File: src/rtl/tmr_wdog_pkg.sv
package tmr_wdog_pkg;

    localparam int PS_SEL_W = 3;

    // Control byte, bit 7 first
    typedef struct packed {
        logic                wdt_en;
        logic                div4;
        logic                edge_fall;
        logic                src_ext;
        logic                ps_to_wdt;
        logic [PS_SEL_W-1:0] ps_sel;
    } ctrl_t;

    typedef enum logic [1:0] {
        WD_OFF  = 2'd0,
        WD_RUN  = 2'd1,
        WD_TRIP = 2'd2
    } wd_state_e;

    localparam logic [1:0] ADDR_TMR  = 2'd0;
    localparam logic [1:0] ADDR_CTRL = 2'd1;
    localparam logic [1:0] ADDR_FLAG = 2'd2;

endpackage

File: src/rtl/tmr_edge_sync.sv
module tmr_edge_sync #(
    parameter int STAGES = 2
) (
    input  logic clk,
    input  logic rst_n,
    input  logic pin_i,
    input  logic fall_sel_i,
    output logic edge_o
);
    // chain[STAGES-1:0] synchronize, chain[STAGES] remembers the previous sample
    logic [STAGES:0] chain;
    logic            rise, fall;

    always_ff @(posedge clk or negedge rst_n) begin
        if (!rst_n) chain <= '0;
        else        chain <= {chain[STAGES-1:0], pin_i};
    end

    always_comb begin
        rise   = chain[STAGES-1] & ~chain[STAGES];
        fall   = ~chain[STAGES-1] & chain[STAGES];
        edge_o = fall_sel_i ? fall : rise;
    end

endmodule

File: src/rtl/tmr_prescaler.sv
module tmr_prescaler #(
    parameter int SEL_W = 3,
    localparam int W    = 1 << SEL_W
) (
    input  logic             clk,
    input  logic             rst_n,
    input  logic             clr_i,
    input  logic             evt_i,
    input  logic [SEL_W-1:0] sel_i,
    output logic             evt_o
);
    logic [W-1:0] cnt;
    logic [W-1:0] mask;

    // Low sel+1 bits all ones marks the last input of each divided period
    for (genvar i = 0; i < W; i++) begin : g_mask
        assign mask[i] = (SEL_W'(i) <= sel_i);
    end

    assign evt_o = evt_i && ((cnt & mask) == mask);

    always_ff @(posedge clk or negedge rst_n) begin
        if (!rst_n)     cnt <= '0;
        else if (clr_i) cnt <= '0;
        else if (evt_i) cnt <= cnt + 1'b1;
    end

    // a clear always leaves the prescaler empty
    a_r10_ps_clear: assert property (@(posedge clk) disable iff (!rst_n)
        clr_i |=> (cnt == '0));

endmodule

File: src/rtl/tmr_wdog_fsm.sv
module tmr_wdog_fsm
    import tmr_wdog_pkg::*;
#(
    parameter int CNT_W = 16
) (
    input  logic clk,
    input  logic rst_n,
    input  logic en_i,
    input  logic tick_i,
    input  logic clr_i,
    input  logic timeout_i,
    output logic base_evt_o,
    output logic rst_req_o
);
    localparam logic [CNT_W-1:0] CNT_MAX = '1;

    logic [CNT_W-1:0] cnt;
    wd_state_e        state, state_n;

    assign base_evt_o = en_i && !clr_i && tick_i && (cnt == CNT_MAX);

    always_ff @(posedge clk or negedge rst_n) begin
        if (!rst_n)               cnt <= '0;
        else if (!en_i || clr_i)  cnt <= '0;
        else if (tick_i)          cnt <= cnt + 1'b1;
    end

    always_ff @(posedge clk or negedge rst_n) begin
        if (!rst_n) state <= WD_OFF;
        else        state <= state_n;
    end

    always_comb begin
        state_n = state;
        unique case (state)
            WD_OFF:  if (en_i) state_n = WD_RUN;
            WD_RUN:  if (!en_i) state_n = WD_OFF;
                     else if (timeout_i) state_n = WD_TRIP;
            WD_TRIP: if (!en_i) state_n = WD_OFF;
                     else if (clr_i) state_n = WD_RUN;
            default: state_n = WD_OFF;
        endcase
    end

    always_comb begin
        rst_req_o = (state == WD_TRIP);
    end

    // a timeout seen while running raises the request next cycle
    a_r7_timeout_req: assert property (@(posedge clk) disable iff (!rst_n)
        (state == WD_RUN && en_i && timeout_i) |=> rst_req_o);
    // the request holds until clear or disable
    a_r8_req_hold: assert property (@(posedge clk) disable iff (!rst_n)
        (rst_req_o && en_i && !clr_i) |=> rst_req_o);
    // disabled watchdog never requests reset
    a_r9_off_quiet: assert property (@(posedge clk) disable iff (!rst_n)
        !en_i |=> !rst_req_o);
    // clear or disable zeroes the base counter
    a_r10_cnt_clear: assert property (@(posedge clk) disable iff (!rst_n)
        (clr_i || !en_i) |=> (cnt == '0));

endmodule

File: src/rtl/tmr_wdog_unit.sv
module tmr_wdog_unit
    import tmr_wdog_pkg::*;
#(
    parameter int DATA_W      = 8,
    parameter int WDT_W       = 16,
    parameter int SYNC_STAGES = 2
) (
    input  logic              clk,
    input  logic              rst_n,
    input  logic              sleep_i,
    input  logic              wr_en_i,
    input  logic [1:0]        wr_addr_i,
    input  logic [DATA_W-1:0] wr_data_i,
    input  logic              ext_clk_i,
    input  logic              wdt_tick_i,
    input  logic              wdt_clr_i,
    output logic [DATA_W-1:0] tmr_value_o,
    output logic              tmr_ovf_o,
    output logic              wdt_rst_req_o
);
    localparam logic [DATA_W-1:0] TMR_MAX = '1;
    localparam int                CTRL_W  = $bits(ctrl_t);

    ctrl_t             ctrl;
    logic [1:0]        div_cnt;
    logic [DATA_W-1:0] tmr_q;
    logic              ovf_q;
    logic              wr_tmr, wr_ctrl, wr_flag;
    logic              int_tick, ext_evt, src_evt;
    logic              wd_base, ps_in, ps_out, ps_clr;
    logic              tmr_inc, wd_timeout;

    always_comb begin
        wr_tmr   = wr_en_i && (wr_addr_i == ADDR_TMR);
        wr_ctrl  = wr_en_i && (wr_addr_i == ADDR_CTRL);
        wr_flag  = wr_en_i && (wr_addr_i == ADDR_FLAG);
        int_tick = !sleep_i && (ctrl.div4 ? (&div_cnt) : div_cnt[0]);
        src_evt  = ctrl.src_ext ? ext_evt : int_tick;
        // Prescaler routing: the unit not owning it bypasses it
        ps_in      = ctrl.ps_to_wdt ? wd_base : src_evt;
        ps_clr     = ctrl.ps_to_wdt ? wdt_clr_i : wr_tmr;
        tmr_inc    = ctrl.ps_to_wdt ? src_evt : ps_out;
        wd_timeout = ctrl.ps_to_wdt ? ps_out : wd_base;
    end

    always_ff @(posedge clk or negedge rst_n) begin
        if (!rst_n) begin
            ctrl    <= '0;
            div_cnt <= '0;
        end else begin
            div_cnt <= div_cnt + 1'b1;
            if (wr_ctrl) ctrl <= ctrl_t'(wr_data_i[CTRL_W-1:0]);
        end
    end

    always_ff @(posedge clk or negedge rst_n) begin
        if (!rst_n) begin
            tmr_q <= '0;
            ovf_q <= 1'b0;
        end else begin
            if (wr_tmr)       tmr_q <= wr_data_i;
            else if (tmr_inc) tmr_q <= tmr_q + 1'b1;
            if (tmr_inc && !wr_tmr && tmr_q == TMR_MAX) ovf_q <= 1'b1;
            else if (wr_flag)                            ovf_q <= 1'b0;
        end
    end

    assign tmr_value_o = tmr_q;
    assign tmr_ovf_o   = ovf_q;

    tmr_edge_sync #(.STAGES(SYNC_STAGES)) u_sync (
        .clk        (clk),
        .rst_n      (rst_n),
        .pin_i      (ext_clk_i),
        .fall_sel_i (ctrl.edge_fall),
        .edge_o     (ext_evt)
    );

    tmr_prescaler #(.SEL_W(PS_SEL_W)) u_ps (
        .clk   (clk),
        .rst_n (rst_n),
        .clr_i (ps_clr),
        .evt_i (ps_in),
        .sel_i (ctrl.ps_sel),
        .evt_o (ps_out)
    );

    tmr_wdog_fsm #(.CNT_W(WDT_W)) u_wd (
        .clk        (clk),
        .rst_n      (rst_n),
        .en_i       (ctrl.wdt_en),
        .tick_i     (wdt_tick_i),
        .clr_i      (wdt_clr_i),
        .timeout_i  (wd_timeout),
        .base_evt_o (wd_base),
        .rst_req_o  (wdt_rst_req_o)
    );

    // a timer write loads the bus value
    a_r5_load: assert property (@(posedge clk) disable iff (!rst_n)
        wr_tmr |=> (tmr_value_o == $past(wr_data_i)));
    // wrap lands on zero with the flag set
    a_r6_wrap: assert property (@(posedge clk) disable iff (!rst_n)
        (tmr_inc && !wr_tmr && tmr_value_o == TMR_MAX) |=> (tmr_value_o == '0 && tmr_ovf_o));
    // undivided internal source is frozen in sleep
    a_r12_sleep_hold: assert property (@(posedge clk) disable iff (!rst_n)
        (sleep_i && !ctrl.src_ext && ctrl.ps_to_wdt && !wr_tmr) |=> $stable(tmr_value_o));

endmodule

File: config.mk
export PLATFORM = sky130hd
export DESIGN_NAME = tmr_wdog_unit
export DESIGN_NICKNAME = d
export VERILOG_FILES = /design/src/rtl/tmr_wdog_pkg.sv /design/src/rtl/tmr_edge_sync.sv /design/src/rtl/tmr_prescaler.sv /design/src/rtl/tmr_wdog_fsm.sv /design/src/rtl/tmr_wdog_unit.sv
export SDC_FILE = /design/constraint.sdc
export NUM_CORES = 1
export LEC_CHECK = 0
export BUFFER_PORTS_ARGS = -buffer_cell sky130_fd_sc_hd__buf_2
export CAP_MARGIN = 15
export CORE_MARGIN = 1.5
export CORE_UTILIZATION = 45
export DETAILED_ROUTE_END_ITERATION = 6
export PLACE_DENSITY = 0.64
export SETUP_SLACK_MARGIN = 0.1
export SLEW_MARGIN = 40
export SYNTH_ARGS = -nofsm -noshare
export SYNTH_HDL_FRONTEND = slang
export SYNTH_HIERARCHICAL = 1
export SYNTH_SLANG_ARGS = --single-unit
File: constraint.sdc
create_clock -name clk -period 2.9 [get_ports clk]
set_input_delay 0.29 -clock clk [delete_from_list [all_inputs] [get_ports clk]]
set_output_delay 0.29 -clock clk [all_outputs]
set_load 0.02 [all_outputs]
==> results of run 1 <==
-- what timing repair did --
| item | CTS | global route |
|---|---|---|
| setup endpoints to repair | 7 | 11 |
| pin swaps | 5 | 3 |
| gates resized for setup | 5 | 9 |
| endpoints found under the hold margin | 0 | 0 |
| setup buffers | 1 | 2 |
-- cell type report --
cell class / count / area [um^2] / area share
repair buffers: 39 / 230.2 / 0.07990
clock buffers: 5 / 68.82 / 0.02388
inverters: 6 / 22.52 / 0.007816
well taps: 70 / 87.58 / 0.03040
clock inverters: 3 / 46.29 / 0.01607
multi-input cells: 171 / 1224 / 0.4247
flip-flops and latches: 48 / 1202 / 0.4173
-- per-layer routing --
layer  track usage  vias to the layer above
li1              -                      898
met1        0.2481                      879
met2        0.2757                       24
met3       0.04192                        7
met4       0.05556                        0
met5             0                        -
-- flip-flops by register name, summed over array words and instances (netlist names) --
name and flops:
u_wd/cnt 16, u_ps/cnt 8, u_wd/state 2, tmr_value_o 8, div_cnt 2, ctrl 8, u_sync/chain 3, tmr_ovf_o 1
-- cells in the final DEF (no fill, tap or decap), types with 2 or more instances in the layout --
master,count
a21oi_1,8
buf_2,25
buf_4,14
clkbuf_8,5
dfrtp_1,47
ha_1,3
inv_1,6
mux2_2,9
mux2i_1,3
nand2_1,22
nand3_1,3
nand3b_1,3
nand4_1,11
nor2_1,27
nor3_1,2
nor3_2,3
nor3b_1,2
nor4_1,2
nor4_4,2
o21ai_0,13
o21ai_2,2
or3_1,3
xnor2_1,16
xor2_1,8
-- cells by family after synthesis --
| kind of cell | share of synthesized area |
|---|---|
| compound gates | 0.08969 |
| simple gates | 0.2174 |
| fa+ha+maj | 0.02086 |
| xor+xnor | 0.08759 |
| mux | 0.06100 |
| buf+inv | 0.02294 |
| flops | 0.5005 |
-- worst max path at each step --
stage	start	cells after the start	endpoint	slack [ns]
after floorplan	u_wd/cnt[0]$_DFFE_PN0P_	13	tmr_value_o[7]$_DFFE_PN0P_	0.15
after global placement	u_wd/cnt[2]$_DFFE_PN0P_	11	tmr_value_o[7]$_DFFE_PN0P_	0.14
after detailed placement	u_wd/cnt[0]$_DFFE_PN0P_	12	tmr_value_o[6]$_DFFE_PN0P_	0.001
after CTS	u_wd/cnt[0]$_DFFE_PN0P_	12	tmr_value_o[7]$_DFFE_PN0P_	0.17
after global routing	u_wd/cnt[0]$_DFFE_PN0P_	13	tmr_value_o[3]$_DFFE_PN0P_	0.03
final	u_wd/cnt[0]$_DFFE_PN0P_	13	tmr_value_o[7]$_DFFE_PN0P_	0.21
-- power by group through the flow --
stage	Sequential (W)	Clock, W	Combinational (W)
3_5_place_dp	0.000869	0	0.000384
6_report	0.000864	0.000496	0.000412
4_1_cts	0.000858	0.000509	0.000390
2_1_floorplan	0.000898	0	0.000216
3_3_place_gp	0.000868	0	0.000378
5_1_grt	0.000881	0.000537	0.000455
-- through the flow --
step | cell area, um^2 | hold WS, ns | worst slack [ns] | power [W] | cells
after floorplan | 2415 | -0.005591 | 0.1468 | 0.001115 | 231
after global placement | 2675 | 0.3401 | 0.1405 | 0.001246 | 331
after detailed placement | 2678 | 0.3405 | 0.001279 | 0.001254 | 331
after CTS | 2820 | 0.01523 | 0.1743 | 0.001757 | 340
after global routing | 2882 | 0.03922 | 0.03126 | 0.001873 | 342
final | 2882 | -0.003588 | 0.2071 | 0.001773 | 342
-- worst max-delay path: cells and delay by family, from the launching register on --
family                   cells  cell delay [ns]
AO/OA/AOI/OAI                5             0.58
XOR/XNOR                     1             0.14
adder cells (fa/ha/maj)      1             0.19
buffers and inverters        2             0.20
flip-flops                   1             0.37
AND/OR/NAND/NOR              4             1.10
==> impl_results.md, run 1 <==
- WP data required: 3.09 ns
- Post-synthesis sequential area ratio: 0.5005
- Setup crit start kind: flip-flop
- Net Sw Frac: 0.3319
- Main flop type after synthesis: dfrtp_1
- Post-synth EDFFs: 0
- Clk_lat worst skew: 0.30 ns
- Diodes inserted: 0
- Worst hold slack: -0.003588 ns
- Setup CP Type: reg -> reg
- Die area: a little under 0.006 mm^2
- Layout Nets: 292
- Top post-synthesis cells by count: dfrtp_1, nor2_1, nand2_1, xnor2_1, o21ai_0
- Synth unique cells: 48
- CTS tree: done
- Pint: 0.001184 W
- Setup TNS: 0 ns
- Largest net degree at the start of global routing: 49
- Vias per cell: 5.287
- Met2 routed WL: 2334 um
- Leak: 1.218 nW
- Layout cells sized above 1: 0.2904
- Met3 WL: between 100 and 150 um
- Cell Chain, Critical Path: ha_2 -> inv_1 -> or4_4 -> nor4_4 -> nand2_1 -> o21ai_2 -> o211ai_1 -> a211oi_2 -> buf_4 -> o21ai_4 -> nor4_4 -> xnor2_1 -> a21oi_1
- Pwr dens: 615.1 mW/mm^2
- Post-Syn Area: 0.002400 mm^2
- Max IR drop VDD: 296.1 uV
- Max-slew violations: 0
- GRT Total Usage: 0.1779
- # IOs: 27
- Final Cycle Share: 0.9286
- Comb pwr share: 0.233
- Count leader, synth: dfrtp_1
- F_max: 0.3713 GHz
- GR Overflow Total: 0
- Post-Syn Area per Cell: 10.39 um^2
- Starting Density: 0.4669
- Part of the power in registers: 0.487
- WP data arrival: 2.89 ns
- Synthesized flop and latch total: 48
- CTS Root Cell: clkbuf_8
- Status: finished with violations
- H-Tree Level Count: 2
- Ranking of synthesized cells by area: dfrtp_1, xnor2_1, nor2_1
- Max-cap viol count: 0
- Rows: 26
- Final Hold Viols: 8
- Final core utilization: 0.5606
- Hold Path Class: in -> async
- Failing checks: hold timing
- Vias in the first global route: 1,741
- Crit-path most repeated cell: nor4_4
- YS warnings: 6
- R2R setup slack: 0.21 ns
- Core box area: 0.005140 mm^2
- Reg2reg path depth: 13
- Cts bufs inserted: 5
- Finish-stage setup viols: 0
- Max_slew headroom: 0.5938
- First-pass GRT wire length: 8300 um
- Buffers on Ports: 26
- Die width: 76.03 um
- Yosys top cell area share: 0.5005
- Post-DP HPWL: 3292 um
- # clock sinks: 48
- Critical path peak fanout: 5
- Routability cong.: 0.8158
- Wire per inst: ~14 um
- Starting DRT DRC Count: 56
- Net switching power: around 0.0006 W
- First-pass iteration count of the detailed router: 4
- Clock share of power: 0.280
- Ys async rst share: 1.000
- Detailed-route wire length: 4880 um
- Gate Count Post-Synth: around 230
- CP Capture Type: flip-flop
- Skew final: between 0.007 and 0.008 ns
- Post-route ant nets: 0
- DRC: 0
- Dominant cell type by area after synthesis: dfrtp_1
- Die Y: about 76 um
- Clock Pin Slew Worst Setup and Hold Paths: 0.10 ns
- FILL cells: ~500
- Largest stage delay, worst path: approximately 0.57 ns
- Final min period: 2.693 ns
- Initial antenna violation count: 0
- Post-Syn Nets: 252
- Clock tree buffer depth: 2
- Worst slew pin tran: 0.6093 ns
- Area grow syn2layout: 20.07%
- RSZ-0062 raised after global routing: false
- Slowest stage cell, crit path: or4_4
- Worst R2R Start: u_wd/cnt[0]$_DFFE_PN0P_
- Max Used Layer: met4
- Metal-1 WL: roughly 2400 um
- Post-CTS Hold Fix Bufs: 0
- Vias: 1,808
- Reg-to-Reg End: tmr_value_o[7]$_DFFE_PN0P_
(Power assumes the default switching activity.)
==> run 2, diff against run 1 <==
CELL_PAD_IN_SITES_DETAIL_PLACEMENT = 0   (was default)
CELL_PAD_IN_SITES_GLOBAL_PLACEMENT = 2   (was default)
CORE_UTILIZATION = 34   (was 45)
PLACE_DENSITY = 0.73   (was 0.64)
==> run 2 against run 1 <==
The flow now finishes without violations. Global-route usage down 3.5 points. Sequential power fell by 1%. Utilization down 14 points.
==> impl_results.md, run 2 (same netlist as run 1, synthesis figures left out) <==
- Critical path peak fanout: 5 (unchanged)
- CP Buf/Inv Count: 1 (-1)
- Final Hold Viols: 0 (-8)
- Core box area: 0.006794 mm^2 (+32%)
- Vias in the first global route: 1,715 (-1.5%)
- Area grow syn2layout: 20.33%
- Final Cycle Share: 0.9129 (-0.01566)
- GR Overflow Total: 0 (unchanged)
- Final core utilization: 0.4250 (-0.1356)
- FILL cells: 673 (+35%)
- Clock Pin Slew Worst Setup and Hold Paths: 0.09 ns (about the same)
- Die Y: 87.02 um (+14%)
- Detailed-route wire length: 4858 um (-0.45%)
- Max-cap viol count: 0 (unchanged)
- Skew final: 0.006051 ns (-0.001438 ns)
- RSZ-0062 raised after global routing: true
- Hold Path Class: in -> async
- WP data required: 3.09 ns (about the same)
- Largest stage delay, worst path: 0.56 ns (about the same)
- F_max: 0.3777 GHz (+1.7%)
- Pwr dens: 594.3 mW/mm^2 (-3.4%)
- Worst slew pin tran: 0.6722 ns (+0.06294 ns)
- Setup crit start kind: flip-flop
- CP Capture Type: flip-flop
- WP data arrival: 2.84 ns (-0.05 ns)
- Max-slew violations: 0 (unchanged)
- Vias: 1,772 (-2.0%)
- Post-DP HPWL: 3508 um (+6.6%)
- Clock tree buffer depth: 2 (unchanged)
- Layout Nets: 296 (+1.4%)
- # IOs: 27 (unchanged)
- M2 GR Usage: 0.2072 (-0.06849)
- Clk_lat worst skew: 0.30 ns (about the same)
- Slowest stage cell, crit path: or4_4
- Max IR drop VDD: 252.1 uV (-15%)
- Max reg flops: 16 (unchanged)
- H-Tree Level Count: 2 (unchanged)
- Crit-path most repeated cell: o21ai_2
- Worst setup slack after layout: 0.2525 ns (+0.04541 ns)
- Largest net degree at the start of global routing: 29 (-41%)
- Max_slew headroom: 0.5519 (-0.04196)
- Rows: 30 (+15%)
- Grt met1 use: 0.2095 (-0.03861)
- Buffers on Ports: 26 (unchanged)
- Initial antenna violation count: 0 (unchanged)
- GRT Total Usage: 0.1429 (-0.03501)
- Status: finished, final reports clean
- Layout cells sized above 1: 0.2790 (-0.01146)
- CTS Root Cell: clkbuf_8
- Wire per inst: 13.06 um (-8.5%)
- Crit-path leading delay family: simple AND/OR/NAND/NOR gates
- Area of the multi-input gates: 0.001179 mm^2 (-3.7%)
- First-pass iteration count of the detailed router: 4 (unchanged)
- Post-route ant nets: 0 (unchanged)
- Routability cong.: 0.7492 (-8.2%)
- Cell Chain, Critical Path: ha_2 -> inv_2 -> or4_4 -> nor4_4 -> nand2_1 -> o21ai_2 -> o211ai_1 -> a211oi_2 -> o21ai_2 -> nor3_1 -> xnor2_1 -> o21ai_0
- GRT busiest layer: met1
- Setup CP Type: reg -> reg
- Commonest non-fill, non-tap cell in the layout: dfrtp_1
- Finish-stage setup viols: 0 (unchanged)
- Vias per cell: 4.763 (-9.9%)
- Starting Density: 0.3532 (-0.1137)
- Setup WS pre-CTS: -0.02311 ns (-0.02438 ns)
- Starting DRT DRC Count: 106 (+89%)
- DRC: 0 (unchanged)
- First-pass GRT wire length: 8390 um (+1.1%)
- Leak: 1.225 nW (+0.58%)
- Die area: 0.007572 mm^2 (+31%)
- Largest reg by FF count: u_wd/cnt
- Cts bufs inserted: 5 (unchanged)
- Area occupied by registers: 0.001201 mm^2 (-0.10%)
- CTS tree: done
- Global-route met3 utilization: 0.03412 (-0.007793)
- Final min period: 2.648 ns (-0.04541 ns)
- Most frequent cells in the layout: dfrtp_1, nor2_1, buf_2
- # clock sinks: 48 (unchanged)
- Diodes inserted: 0 (unchanged)
- Die width: 87.02 um (+14%)
## run 2: per-layer routing
metal	routed length [um]	vias to the layer above
met3	134	6
met4	61	0
met1	2545	852
li1	-	896
met5	0	-
met2	2116	18
## run 2: metrics by stage
stage	instances	power (W)	hold slack, ns	area [um^2]	TNS (ns)
finish	372	0.001716	0.01833	2888	0
global route	372	0.001834	0.06328	2888	0
CTS	371	0.001747	0.04211	2880	0
detailed placement	362	0.001253	0.3511	2745	-0.02311
global placement	362	0.001256	0.3436	2745	0
floorplan	231	0.001115	-0.005591	2415	0
## run 2: final timing paths
| path | cells past startpoint | startpoint | to | slack [ns] |
|---|---|---|---|---|
| setup / recovery | 12 | u_wd/cnt[0]$_DFFE_PN0P_ | tmr_value_o[4]$_DFFE_PN0P_ | 0.25 |
| hold / removal | 1 | rst_n | u_ps/cnt[1]$_DFFE_PN0P_ | 0.02 |
| setup reg to reg | 12 | u_wd/cnt[0]$_DFFE_PN0P_ | tmr_value_o[4]$_DFFE_PN0P_ | 0.25 |
| hold reg to reg | 0 | u_sync/chain[0]$_DFF_PN0_ | u_sync/chain[1]$_DFF_PN0_ | 0.37 |
| max in group asynchronous | 2 | rst_n | u_sync/chain[2]$_DFF_PN0_ | 2.15 |
| min in group clk | 1 | ext_clk_i | u_sync/chain[0]$_DFF_PN0_ | 0.09 |
## run 2: where the power goes
part           internal, W  switching [W]  leakage [nW]  total, W
clock network     0.000256       0.000221        0.0552  0.000477
registers         0.000750       0.000105         0.623  0.000855
logic             0.000169       0.000215         0.547  0.000385
total              0.00118       0.000541          1.22   0.00172
## run 2: area by class of cell
type / count / share of cell area
timing repair buffer: 43 / 0.08925
sequential: 48 / 0.4159
inverter: 6 / 0.007799
tap: 96 / 0.04159
clock buffer: 6 / 0.02513
clock inverter: 2 / 0.01213
multi-input combinational: 171 / 0.4081
## run 2: what timing repair did
action | 4_1_cts | 5_1_grt
pin swaps | 4 | 3
buffers inserted | 1 | 1
hold endpoints to repair | 0 | 0
resized for setup | 5 | 1
setup endpoints to repair | 8 | 9
hold buffers | 0 | 0
